### src/rtl/rxi_pkg.sv
// Package: shared constants and types for the receive interrupt controller.
// Assumes three event sources in fixed bit order (start, byte, full).
package rxi_pkg;
    localparam int SRC_N     = 3;
    localparam int SRC_START = 0;
    localparam int SRC_BYTE  = 1;
    localparam int SRC_FULL  = 2;

    typedef enum logic {
        REG_ENABLE = 1'b0,
        REG_FLAGS  = 1'b1
    } rxi_reg_e;
endpackage

### src/rtl/rxi_fifo.sv
// Module: rxi_fifo
// Small circular receive FIFO with show-ahead read data. It produces
// single-cycle events for "byte accepted" and "occupancy reached DEPTH".
// Assumes: clear has priority over push and pop; a push into a full FIFO is
// dropped; a pop from an empty FIFO is ignored.
module rxi_fifo #(
    parameter int DATA_W = 8,
    parameter int DEPTH  = 4,
    localparam int PTR_W = (DEPTH > 1) ? $clog2(DEPTH) : 1,
    localparam int CNT_W = $clog2(DEPTH + 1)
) (
    input  logic              clk,
    input  logic              rst_n,
    input  logic              push_i,
    input  logic [DATA_W-1:0] data_i,
    input  logic              pop_i,
    input  logic              clr_i,
    output logic [DATA_W-1:0] rd_data_o,
    output logic [CNT_W-1:0]  count_o,
    output logic              empty_o,
    output logic              full_o,
    output logic              byte_evt_o,
    output logic              full_evt_o
);
    logic [DATA_W-1:0] store [DEPTH];
    logic [PTR_W-1:0]  wr_ptr;
    logic [PTR_W-1:0]  rd_ptr;
    logic [CNT_W-1:0]  count;
    logic [CNT_W-1:0]  count_nxt;
    logic              do_push;
    logic              do_pop;

    // Advance a pointer with wrap at DEPTH-1 (works for any depth).
    function automatic logic [PTR_W-1:0] ptr_inc(input logic [PTR_W-1:0] p);
        return (p == PTR_W'(DEPTH - 1)) ? '0 : p + 1'b1;
    endfunction

    assign empty_o = (count == '0);
    assign full_o  = (count == CNT_W'(DEPTH));
    assign count_o = count;

    // Qualify the requests: clear overrides, full blocks push, empty blocks pop.
    always_comb begin
        do_push = push_i && !full_o && !clr_i;
        do_pop  = pop_i && !empty_o && !clr_i;
    end

    // Next occupancy from the qualified push and pop.
    always_comb begin
        unique case ({do_push, do_pop})
            2'b10:   count_nxt = count + 1'b1;
            2'b01:   count_nxt = count - 1'b1;
            default: count_nxt = count;
        endcase
    end

    // Events go to the flag logic; full fires only on the transition to DEPTH.
    always_comb begin
        byte_evt_o = do_push;
        full_evt_o = do_push && (count_nxt == CNT_W'(DEPTH)) && !full_o;
    end

    // Pointer and occupancy registers.
    always_ff @(posedge clk) begin
        if (!rst_n || clr_i) begin
            wr_ptr <= '0;
            rd_ptr <= '0;
            count  <= '0;
        end else begin
            if (do_push) wr_ptr <= ptr_inc(wr_ptr);
            if (do_pop)  rd_ptr <= ptr_inc(rd_ptr);
            count <= count_nxt;
        end
    end

    // Data storage, written only on accepted pushes.
    always_ff @(posedge clk) begin
        if (do_push) store[wr_ptr] <= data_i;
    end

    assign rd_data_o = store[rd_ptr];

    // the occupancy never exceeds the depth.
    assert_no_overflow_R6: assert property (@(posedge clk) disable iff (!rst_n)
        count <= CNT_W'(DEPTH));

    // a clear empties the FIFO at the next edge.
    assert_clear_empties_R9: assert property (@(posedge clk) disable iff (!rst_n)
        clr_i |=> (count_o == '0));

    // the full event leads to a full FIFO.
    assert_full_event_fills_R7: assert property (@(posedge clk) disable iff (!rst_n)
        full_evt_o |=> full_o);

    // a full FIFO with no read and no clear stays full (extra byte dropped).
    assert_full_holds_R6: assert property (@(posedge clk) disable iff (!rst_n)
        (full_o && !pop_i && !clr_i) |=> full_o);
endmodule

### src/rtl/rxi_flags.sv
// Module: rxi_flags
// One sticky memory flag per event source, cleared by write-1. It merges the
// enabled flags onto one interrupt line.
// Assumes: event and clear vectors are single-cycle; set beats clear.
module rxi_flags #(
    parameter int SRC_N = 3
) (
    input  logic             clk,
    input  logic             rst_n,
    input  logic [SRC_N-1:0] evt_i,
    input  logic [SRC_N-1:0] clr_i,
    input  logic [SRC_N-1:0] en_i,
    output logic [SRC_N-1:0] flags_o,
    output logic             irq_o
);
    logic [SRC_N-1:0] flag_q;

    for (genvar i = 0; i < SRC_N; i++) begin : g_src
        // Sticky flag for source i: set on event, otherwise clear on write-1.
        always_ff @(posedge clk) begin
            if (!rst_n)        flag_q[i] <= 1'b0;
            else if (evt_i[i]) flag_q[i] <= 1'b1;
            else if (clr_i[i]) flag_q[i] <= 1'b0;
        end

        // an enabled event raises the interrupt on the next edge.
        assert_enabled_event_irq_R5: assert property (@(posedge clk) disable iff (!rst_n)
            (evt_i[i] && en_i[i]) |=> irq_o);

        // an event wins over a same-cycle clear.
        assert_set_wins_R4: assert property (@(posedge clk) disable iff (!rst_n)
            (evt_i[i] && clr_i[i]) |=> flags_o[i]);

        // a set flag without a clear stays set.
        assert_flag_sticky_R3: assert property (@(posedge clk) disable iff (!rst_n)
            (flags_o[i] && !clr_i[i]) |=> flags_o[i]);
    end

    assign flags_o = flag_q;

    // Combine the enabled flags onto the single request line.
    always_comb irq_o = |(flag_q & en_i);
endmodule

### src/rtl/rxi_regs.sv
// Module: rxi_regs
// Register port: the enable mask at one address and the flags at the other.
// Writes to the flags address become a write-1-to-clear vector.
// Assumes: reads are combinational and have no side effects.
module rxi_regs
    import rxi_pkg::*;
#(
    parameter int REG_W = 8,
    parameter int SRC_N = 3
) (
    input  logic             clk,
    input  logic             rst_n,
    input  logic             wr_i,
    input  logic             addr_i,
    input  logic [REG_W-1:0] wdata_i,
    input  logic [SRC_N-1:0] flags_i,
    output logic [SRC_N-1:0] en_o,
    output logic [SRC_N-1:0] clr_o,
    output logic [REG_W-1:0] rdata_o
);
    rxi_reg_e         sel;
    logic [SRC_N-1:0] en_q;

    assign sel = rxi_reg_e'(addr_i);

    // Enable mask register.
    always_ff @(posedge clk) begin
        if (!rst_n)                         en_q <= '0;
        else if (wr_i && sel == REG_ENABLE) en_q <= wdata_i[SRC_N-1:0];
    end

    // Write-1-to-clear request toward the flag bank.
    always_comb clr_o = (wr_i && sel == REG_FLAGS) ? wdata_i[SRC_N-1:0] : '0;

    // Read multiplexer; unused upper bits read as zero.
    always_comb begin
        rdata_o = '0;
        unique case (sel)
            REG_ENABLE: rdata_o[SRC_N-1:0] = en_q;
            REG_FLAGS:  rdata_o[SRC_N-1:0] = flags_i;
            default:    rdata_o = '0;
        endcase
    end

    assign en_o = en_q;

    // a write to the enable address lands in the mask.
    assert_enable_write_R2: assert property (@(posedge clk) disable iff (!rst_n)
        (wr_i && sel == REG_ENABLE) |=> (en_o == $past(wdata_i[SRC_N-1:0])));
endmodule

### src/rtl/rx_irq_ctrl.sv
// Module: rx_irq_ctrl (top)
// Receive interrupt source controller. It contains the receive FIFO, the
// register port and the sticky flag bank. The start-detect strobe, the
// byte-accepted event and the FIFO-full event feed the flags.
// Assumes: strobes are synchronous to clk and last one cycle.
module rx_irq_ctrl
    import rxi_pkg::*;
#(
    parameter int DATA_W = 8,
    parameter int DEPTH  = 4,
    parameter int REG_W  = 8,
    localparam int CNT_W = $clog2(DEPTH + 1)
) (
    input  logic              clk,
    input  logic              rst_n,
    input  logic              start_det_i,
    input  logic              byte_vld_i,
    input  logic [DATA_W-1:0] byte_i,
    input  logic              fifo_clr_i,
    input  logic              cpu_rd_i,
    output logic [DATA_W-1:0] rd_data_o,
    output logic [CNT_W-1:0]  fifo_cnt_o,
    output logic              fifo_empty_o,
    output logic              fifo_full_o,
    input  logic              reg_wr_i,
    input  logic              reg_addr_i,
    input  logic [REG_W-1:0]  reg_wdata_i,
    output logic [REG_W-1:0]  reg_rdata_o,
    output logic              irq_o
);
    logic [SRC_N-1:0] evt;
    logic [SRC_N-1:0] clr;
    logic [SRC_N-1:0] en;
    logic [SRC_N-1:0] flags;
    logic             byte_evt;
    logic             full_evt;

    rxi_fifo #(.DATA_W(DATA_W), .DEPTH(DEPTH)) u_fifo (
        .clk        (clk),
        .rst_n      (rst_n),
        .push_i     (byte_vld_i),
        .data_i     (byte_i),
        .pop_i      (cpu_rd_i),
        .clr_i      (fifo_clr_i),
        .rd_data_o  (rd_data_o),
        .count_o    (fifo_cnt_o),
        .empty_o    (fifo_empty_o),
        .full_o     (fifo_full_o),
        .byte_evt_o (byte_evt),
        .full_evt_o (full_evt)
    );

    // Gather the event vector in the bit order of the register map.
    always_comb begin
        evt            = '0;
        evt[SRC_START] = start_det_i;
        evt[SRC_BYTE]  = byte_evt;
        evt[SRC_FULL]  = full_evt;
    end

    rxi_regs #(.REG_W(REG_W), .SRC_N(SRC_N)) u_regs (
        .clk     (clk),
        .rst_n   (rst_n),
        .wr_i    (reg_wr_i),
        .addr_i  (reg_addr_i),
        .wdata_i (reg_wdata_i),
        .flags_i (flags),
        .en_o    (en),
        .clr_o   (clr),
        .rdata_o (reg_rdata_o)
    );

    rxi_flags #(.SRC_N(SRC_N)) u_flags (
        .clk     (clk),
        .rst_n   (rst_n),
        .evt_i   (evt),
        .clr_i   (clr),
        .en_i    (en),
        .flags_o (flags),
        .irq_o   (irq_o)
    );

    // the interrupt line is low on the first cycle out of reset.
    assert_reset_quiet_R1: assert property (@(posedge clk)
        !rst_n |=> (!irq_o && fifo_empty_o));
endmodule

### config.mk
export PLATFORM = sky130hd
export DESIGN_NAME = rx_irq_ctrl
export DESIGN_NICKNAME = d
export VERILOG_FILES = /design/src/rtl/rxi_pkg.sv /design/src/rtl/rxi_fifo.sv /design/src/rtl/rxi_flags.sv /design/src/rtl/rxi_regs.sv /design/src/rtl/rx_irq_ctrl.sv
export SDC_FILE = /design/constraint.sdc
export NUM_CORES = 1
export LEC_CHECK = 0
export BUFFER_PORTS_ARGS = -buffer_cell sky130_fd_sc_hd__buf_2
export CAP_MARGIN = 10
export CORE_UTILIZATION = 55
export CTS_CLUSTER_DIAMETER = 120
export CTS_CLUSTER_SIZE = 40
export DETAILED_ROUTE_END_ITERATION = 10
export GPL_TIMING_DRIVEN = 0
export PLACE_DENSITY_LB_ADDON = 0.25
export SLEW_MARGIN = 20
export SYNTH_ARGS = -nofsm -noshare
export SYNTH_HDL_FRONTEND = slang
export SYNTH_SLANG_ARGS = --single-unit
export TNS_END_PERCENT = 20
### constraint.sdc
create_clock -name clk -period 4.28 [get_ports clk]
set_input_delay 0.214 -clock clk [delete_from_list [all_inputs] [get_ports clk]]
set_output_delay 0.214 -clock clk [all_outputs]
set_load 0.03 [all_outputs]
==> qor.yml, run 1 <==
outcome:
  outcome: "finished, final reports clean"
layout:
  fillCellCount: 245
  multi_input_area_um2: 652
  drive_gt1_frac: 0.364
  diodes: 0
  final_cell_count_no_fill: 222
  final_area_um2: 2300
  mostFrequentLayoutCells: "buf_2 (36), edfxtp_1 (32), dfxtp_1 (15)"
  layout_commonest_cell: "buf_2"
  nets: 206
  seqCellArea_um2: 1260
  final_util: 0.678
  area_growth_pct: 15.9
routing:
  drt_first_pass_iters: 4
  vias: 1142
  m1WireLength_mm: 1.29
  totalWireLength_mm: 3.36
  post_drt_wl_per_cell_um: 15.2
  drtAntennaViolNets: 0
  routed.top_layer: "met4"
  routed-wl-met3_um: 192
  via_per_inst: 5.14
  drtIter0Drc: 43
  drc_errors: 0
  wl_met2_mm: 1.86
critical_path:
  reg2reg_from: "u_fifo.count_o[0]"
  cp_data_required_time_ns: 4.53
  critPathMaxStageDelay_ns: 0.39
  cp-start-kind: "flip-flop"
  crit_buf_inv: 3
  path_cells: "buf_2 -> nor3b_2 -> nand2b_4 -> nor2_2 -> inv_1 -> ha_1 -> inv_1 -> fa_1 -> nor2b_1 -> a22o_1 -> a41o_1"
  r2r_end: "u_flags.flags_o[2]"
  worstSetupEndpoint: "u_flags.flags_o[2]"
  endpoint_kind: "flip-flop"
  cp_max_fo: 7
  worst-r2r-cell-count: 11
  r2r_setup_slack_ns: 1.86
  cp_common_cell: "inv_1"
  critPathKind: "reg2reg"
  worstPathArrival_ns: 2.67
  critPathTopFamily: "simple AND/OR/NAND/NOR gates"
  crit_path_top_delay_cell: "fa_1"
  cp.depth: 11
  startpoint: "u_fifo.count_o[0]"
grt:
  grt_usage: 0.198
  grt_start_max_net_pins: 15
  grt_pass1_wl_mm: 5.06
  antenna_found_initial: 0
  grt-ovfl-total: 0
  grt_pass1_vias: 1141
synthesis:
  synth_cell_types: 34
  synth.top_cell.area_share: 0.485
  ys_seq_area_frac: 0.636
  syn_inst: 130
  synth_edf_count: 32
  syn_avg_cell_area_um2: 15.3
  yosys.area.top_type: "edfxtp_1"
  async_flop_share: 0
  synth_flop_cell: "edfxtp_1"
  yosys_warnings: 0
  syn-cell-area_um2: 1980
  ys_top_cells_by_area: "edfxtp_1 (48%), dfxtp_1 (15%), mux4_2 (9.1%)"
  ys_ff_latch: 47
cts:
  ctsResizeCount: 0
  cts_root_buf: "clkbuf_4"
  htree_levels: 2
  cts_hold_buf: 0
  cts_buffers: 5
  path_clk_slew_ns: 0.13
  insertion_delay_ns: 0.35
  cts_setup_buffers: 0
  cts_sinks: 47
  cts_tree: "yes"
  clock_path_buffers: 2
die:
  core_area_um2: 3390
  num_io_pins: 46
  fp-row-count: 21
  dieArea_um2: 3850
  die_h_um: 62.0
  initial_core_util: 0.585
  die_w_um: 62.0
timing:
  slew_violations: 0
  setup_viol: 0
  max_slew_margin: 0.666
  max_freq_mhz: 413
  tightest_slew_ns: 0.501
  rsz0062_at_grt: "false"
  tns_ns: 0
  worst_clock_skew_ns: 0.00688
  min_period_ns: 2.42
  finalCritPeriodShare: 0.565
  timing.final.ws_setup_ns: 1.86
  hold_violations: 0
power_and_ir_drop:
  peakVddDrop_mv: 0.177
  leakage_nw: 0.912
  powerDensity_nw_per_um2: 353
worst_hold_path:
  hold_path_class: "in2reg"
place:
  dp.cells: 214
  gp_congestion: 0.771
  place_area_um2: 2230
  detailed_place_hpwl_mm: 2.53
  dp_slack_ns: 1.89
  portBuffers: 34
job:
  max_cap_violations: 0
-- logic make-up (layout without fill, tap and decap cells) --
family / count (synthesis) / count (layout) / share of synthesized area
AND/OR/NAND/NOR: 29 / 29 / 0.0858
other: 1 / 5 / 0.00189
flip-flops: 47 / 47 / 0.636
XOR/XNOR: 3 / 3 / 0.0133
AO/OA/AOI/OAI: 10 / 10 / 0.0391
multiplexers: 16 / 16 / 0.133
buffers and inverters: 17 / 59 / 0.0429
adder cells (fa/ha/maj): 7 / 7 / 0.0479
-- power by group --
| part | total (mW) | switching (mW) | internal [mW] |
|---|---|---|---|
| Clock | 0.228 | 0.132 | 0.0962 |
| Sequential | 0.500 | 0.00540 | 0.494 |
| Combinational | 0.0837 | 0.0512 | 0.0325 |
| Total | 0.811 | 0.188 | 0.623 |
-- area by class of cell --
cell class | instances | share of cell area
plain buffers | 9 | 0.0240
clock buffers | 7 | 0.0283
clock inverters | 1 | 0.00327
inverters | 8 | 0.0131
multi-input cells | 70 | 0.284
flip-flops and latches | 47 | 0.549
well taps | 46 | 0.0250
repair buffers | 34 | 0.0740
-- worst min path at each step --
stage	slack (ns)	cells past startpoint	endpoint	start
4_1_cts	0.05	1	u_fifo.store[2][0]	byte_i[0]
3_5_place_dp	0.43	1	u_fifo.store[2][0]	byte_i[0]
6_report	0.07	1	u_fifo.store[2][1]	byte_i[1]
2_1_floorplan	0.31	0	u_fifo.store[0][0]	byte_i[0]
5_1_grt	0.03	1	u_fifo.store[1][2]	byte_i[2]
3_3_place_gp	0.42	1	u_fifo.store[3][1]	byte_i[1]
-- cell usage after synthesis, types with 2 or more instances --
master    count
a21oi_1       3
and2_1        4
buf_2         2
buf_4         5
dfxtp_1      15
edfxtp_1     32
ha_1          6
inv_1         8
mux2_2        3
mux2i_1       5
mux4_2        8
nand3_1       2
nor2_1        7
nor2b_1       7
nor3_1        2
xor2_1        3
-- routing by layer --
metal | vias up | track usage
li1 | 559 | -
met2 | 43 | 0.363
met3 | 2 | 0.0683
met4 | 0 | 0.0794
met1 | 538 | 0.207
met5 | - | 0
-- flip-flops by register name (all words and copies together), names as in the netlist, named ones only --
name and count:
u_fifo.count_o 3, u_fifo.rd_ptr 2, u_fifo.store 32, u_fifo.wr_ptr 2, u_flags.flags_o 3, u_regs.en_o 3
-- stage by stage --
step	power (mW)	hold WS, ns
after detailed placement	0.594	0.434
after CTS	0.817	0.0510
after floorplan	0.567	0.313
after global routing	0.848	0.0308
after global placement	0.589	0.424
final	0.811	0.0717
No activity file was read; power rests on OpenSTA's default activity.
==> inputs of run 2 (changes only) <==
--- a/config.mk
+++ b/config.mk
@@ -7,7 +7,7 @@
 export LEC_CHECK = 0
 export BUFFER_PORTS_ARGS = -buffer_cell sky130_fd_sc_hd__buf_2
 export CAP_MARGIN = 10
-export CORE_UTILIZATION = 55
+export CORE_UTILIZATION = 52
 export CTS_CLUSTER_DIAMETER = 120
 export CTS_CLUSTER_SIZE = 40
 export DETAILED_ROUTE_END_ITERATION = 10
==> constraint.sdc (replaced) <==
create_clock -name clk -period 2.3 [get_ports clk]
set_input_delay 0.115 -clock clk [delete_from_list [all_inputs] [get_ports clk]]
set_output_delay 0.115 -clock clk [all_outputs]
set_load 0.03 [all_outputs]
==> run 2 against run 1 <==
  * Core utilization fell by 1.7 points
  * Global-route usage fell by 2.9 points
  * Die area rose by 5.6%
  * Combinational power rose by 100%
  * Sequential power rose by 86%
  * Worst setup slack got worse by 1.8 ns
  * Clock power rose to 2.6 times the previous value
  * Register-to-register slack got worse by 1.8 ns
  * Critical endpoint unchanged
  * Largest cell class unchanged
  * Largest power group unchanged
==> qor.yml, run 2 (synthesis results as in run 1) <==
die:
  core_area_um2: 3660
  fp-row-count: 22
  dieArea_um2: 4060
  initial_core_util: 0.542
  num_io_pins: 46
  die_w_um: 63.8
  die_h_um: 63.8
grt:
  grt-ovfl-total: 0
  antenna_found_initial: 0
  grt_start_max_net_pins: 15
  grt_pass1_wl_mm: 5.05
  grt_pass1_vias: 1079
  grt_usage: 0.169
critical_path:
  critPathKind: "reg2reg"
  cp_max_fo: 7
  cp_data_required_time_ns: 2.50
  worstPathArrival_ns: 2.39
  endpoint_kind: "flip-flop"
  cp-start-kind: "flip-flop"
worst_hold_path:
  hold_path_class: "in2reg"
power_and_ir_drop:
  peakVddDrop_mv: 0.562
  powerDensity_nw_per_um2: 695
  leakage_nw: 0.964
  p_total_mw: 1.68
outcome:
  outcome: "finished, final reports clean"
layout:
  seqCellArea_um2: 1270
  largest_reg_flops: 32
  final_area_um2: 2420
  nets: 211
  drive_gt1_frac: 0.414
  layout_commonest_cell: "buf_2"
  final_util: 0.661
  mostFrequentLayoutCells: "buf_2 (35), edfxtp_1 (32), dfxtp_1 (12)"
  fillCellCount: 273
  area_growth_pct: 22.0
  diodes: 0
  top_register: "u_fifo.store"
  multi_input_area_um2: 684
timing:
  setup_viol: 0
  min_period_ns: 2.19
  worst_clock_skew_ns: 0.00251
  finalCritPeriodShare: 0.953
  hold_violations: 0
  max_freq_mhz: 456
  slew_violations: 0
cts:
  clock_path_buffers: 2
  cts_sinks: 47
  cts_buffers: 5
  path_clk_slew_ns: 0.08
  cts_tree: "yes"
  htree_levels: 2
  cts_root_buf: "clkbuf_8"
  insertion_delay_ns: 0.30
place:
  gp_congestion: 0.765
  detailed_place_hpwl_mm: 2.19
  place_area_um2: 2260
  portBuffers: 34
routing:
  drt_first_pass_iters: 5
  post_drt_wl_per_cell_um: 13.7
  drc_errors: 0
  via_per_inst: 5.06
  totalWireLength_mm: 3.14
  drtAntennaViolNets: 0
  vias: 1158
  drtIter0Drc: 32
job:
  max_cap_violations: 0
run 2: stage by stage:
stage | worst slack (ns) | instances | setup TNS, ns | hold WS (ns)
6_report | 0.108 | 229 | 0 | 0.0274
5_1_grt | -0.00205 | 229 | -0.00205 | 0.0229
4_1_cts | 0.0138 | 224 | 0 | 0.0239
3_5_place_dp | 0.00926 | 216 | 0 | 0.336
3_3_place_gp | 0.0710 | 216 | 0 | 0.326
2_1_floorplan | -0.158 | 134 | -0.245 | 0.214
run 2: layer usage:
layer  share of wire  GRT usage  up-vias  routed length (µm)
met5               0          0        -                   0
li1                -          -      566                   -
met4           0.017     0.0682        0                  52
met2            0.52      0.285       27                1630
met1            0.43      0.207      561                1340
met3           0.035     0.0429        4                 110
run 2: final timing paths:
path | depth (start not counted) | slack (ns) | endpoint | start
worst max-delay path | 11 | 0.11 | u_flags.flags_o[2] | u_fifo.count_o[0]
worst min-delay path | 1 | 0.03 | u_fifo.store[1][3] | byte_i[3]
worst max register to register | 11 | 0.11 | u_flags.flags_o[2] | u_fifo.count_o[0]
worst min register to register | 2 | 0.51 | u_fifo.wr_ptr[0] | u_fifo.wr_ptr[0]
run 2: critical path, cell delays in order, from the launching register on:
cell and delay (ns):
dfxtp_4 0.35, buf_6 0.13, nor3b_4 0.17, nand2b_4 0.17, nor2_4 0.05, inv_1 0.05
ha_2 0.18, inv_2 0.04, fa_2 0.40, nor2b_4 0.14, a22o_1 0.19, a41o_1 0.22
run 2: timing repair:
action,in CTS,in global routing
resized for setup,0,3
setup buffers,0,5
endpoints found under the setup margin,0,2
hold buffers,0,0
run 2: power by group:
| group | internal [mW] | total [mW] | switching, mW | leakage, nW |
|---|---|---|---|---|
| clock network | 0.318 | 0.582 | 0.264 | 0.0556 |
| registers | 0.919 | 0.928 | 0.00951 | 0.415 |
| logic | 0.0702 | 0.170 | 0.0993 | 0.494 |
run 2: final cells by class:
class	count	area share
flip-flops and latches	47	0.524
repair buffers	39	0.0859
plain buffers	9	0.0253
multi-input cells	70	0.283
well taps	48	0.0248
clock inverters	3	0.0160
inverters	8	0.0124
clock buffers	5	0.0285
==> inputs of run 3 (changes only) <==
--- a/config.mk
+++ b/config.mk
@@ -7,12 +7,14 @@
 export LEC_CHECK = 0
 export BUFFER_PORTS_ARGS = -buffer_cell sky130_fd_sc_hd__buf_2
 export CAP_MARGIN = 10
-export CORE_UTILIZATION = 52
+export CELL_PAD_IN_SITES_DETAIL_PLACEMENT = 1
+export CELL_PAD_IN_SITES_GLOBAL_PLACEMENT = 2
+export CORE_UTILIZATION = 36
 export CTS_CLUSTER_DIAMETER = 120
 export CTS_CLUSTER_SIZE = 40
 export DETAILED_ROUTE_END_ITERATION = 10
 export GPL_TIMING_DRIVEN = 0
-export PLACE_DENSITY_LB_ADDON = 0.25
+export PLACE_DENSITY_LB_ADDON = 0.1
 export SLEW_MARGIN = 20
 export SYNTH_ARGS = -nofsm -noshare
 export SYNTH_HDL_FRONTEND = slang
==> run 3 against run 2 <==
  * Critical path depth unchanged
  * Largest cell class unchanged
  * Die area increased by 43%
  * Hold slack improved by 0.0023 ns
  * Worst setup slack improved by 0.040 ns
  * Register-to-register slack improved by 0.04 ns
  * Clock power decreased by 18%
  * Sequential power about the same
  * Largest power group unchanged
  * Global-route usage decreased by 3.0 points
  * Power decreased by 6.1%
==> qor.yml, run 3 (synthesis results as in run 1) <==
layout:
  layout_commonest_cell: "buf_2"
  area_growth_pct: 23.0
  largest_reg_flops: 32
  drive_gt1_frac: 0.428
  seqCellArea_um2: 1270
  multi_input_area_um2: 704
  final_cell_count_no_fill: 250
  mostFrequentLayoutCells: "buf_2 (35), edfxtp_1 (32), dfxtp_1 (12)"
  nets: 210
  final_area_um2: 2440
  diodes: 0
  top_register: "u_fifo.store"
  fillCellCount: 550
die:
  core_area_um2: 5200
  fp-row-count: 26
  dieArea_um2: 5810
  die_w_um: 76.2
  initial_core_util: 0.381
  num_io_pins: 46
  die_h_um: 76.2
power_and_ir_drop:
  leakage_nw: 0.949
  peakVddDrop_mv: 0.267
  powerDensity_nw_per_um2: 647
cts:
  clock_path_buffers: 2
  cts_root_buf: "clkbuf_8"
  cts_buffers: 5
  path_clk_slew_ns: 0.08
  insertion_delay_ns: 0.29
  cts_sinks: 47
  htree_levels: 2
  cts_tree: "yes"
timing:
  rsz0062_at_grt: "false"
  tightest_slew_ns: 0.547
  hold_violations: 0
  max_slew_margin: 0.635
  setup_viol: 0
  max_freq_mhz: 465
  worst_clock_skew_ns: 0.00279
  slew_violations: 0
  finalCritPeriodShare: 0.935
  timing.hold.ws_ns: 0.0297
  min_period_ns: 2.15
place:
  dp.cells: 238
  portBuffers: 34
  gp_congestion: 0.766
  place_area_um2: 2290
  detailed_place_hpwl_mm: 2.56
routing:
  post_drt_wl_per_cell_um: 14.3
  drc_errors: 0
  drtIter0Drc: 40
  totalWireLength_mm: 3.58
  drt_first_pass_iters: 4
  vias: 1153
  drtAntennaViolNets: 0
  via_per_inst: 4.61
critical_path:
  worstPathArrival_ns: 2.39
  cp-start-kind: "flip-flop"
  cp_max_fo: 8
  cp_data_required_time_ns: 2.54
  r2r_setup_slack_ns: 0.15
  endpoint_kind: "flip-flop"
  critPathKind: "reg2reg"
grt:
  grt_start_max_net_pins: 16
  grt_pass1_vias: 1251
  antenna_found_initial: 0
  grt-ovfl-total: 0
  grt_usage: 0.139
  grt_pass1_wl_mm: 6.11
outcome:
  outcome: "finished, final reports clean"
job:
  max_cap_violations: 0
worst_hold_path:
  hold_path_class: "in2reg"
## run 3: what timing repair did
item                                    in CTS  in global routing
endpoints found under the hold margin        0                  0
hold buffers                                 0                  0
setup buffers                                1                  4
pin swaps                                    2                  7
gates resized for setup                      2                  6
endpoints found under the setup margin       2                  2
## run 3: final timing paths
path | start | endpoint | cells past startpoint
max | u_fifo.count_o[0] | u_flags.flags_o[2] | 11
min | byte_i[6] | u_fifo.store[0][6] | 1
max reg2reg | u_fifo.count_o[0] | u_flags.flags_o[2] | 11
min reg2reg | u_fifo.wr_ptr[0] | u_fifo.wr_ptr[0] | 2
## run 3: routing by layer
metal  track usage  part of all wire
met1         0.151              0.42
met2         0.249              0.53
met3        0.0419             0.035
met4        0.0577             0.016
met5             0                 0
## run 3: cell type report
cell class / count / share of cell area
Buffer: 8 / 0.0205
Inverter: 8 / 0.0123
Sequential cell: 47 / 0.521
Timing Repair Buffer: 39 / 0.0852
Tap cell: 70 / 0.0359
Multi-Input combinational cell: 70 / 0.289
Clock buffer: 5 / 0.0282
Clock inverter: 3 / 0.00821
## run 3: power breakdown
group / switching [mW] / internal [mW] / total [mW]
sequential: 0.0124 / 0.918 / 0.930
combinational: 0.0986 / 0.0699 / 0.168
clock: 0.267 / 0.212 / 0.479
## run 3: worst max-delay path: stages (launching register included)
cell and delay [ns]:
dfxtp_4 0.39, nor3b_4 0.21, nand2b_4 0.17, nor2_4 0.05, inv_2 0.06, ha_4 0.13
inv_2 0.04, fa_2 0.40, xor2_2 0.15, nor2_1 0.13, xor2_1 0.19, a41o_1 0.19
## run 3: stage by stage
stage / worst slack (ns) / setup TNS (ns) / power, mW / util
3_5_place_dp: -0.0141 / -0.0141 / 1.11 / 0.440
5_1_grt: 0.0293 / 0 / 1.66 / 0.469
6_report: 0.149 / 0 / 1.58 / 0.469
2_1_floorplan: -0.158 / -0.245 / 1.06 / -
3_3_place_gp: 0.0445 / 0 / 1.11 / 0.440
4_1_cts: 0.00123 / 0 / 1.60 / 0.460
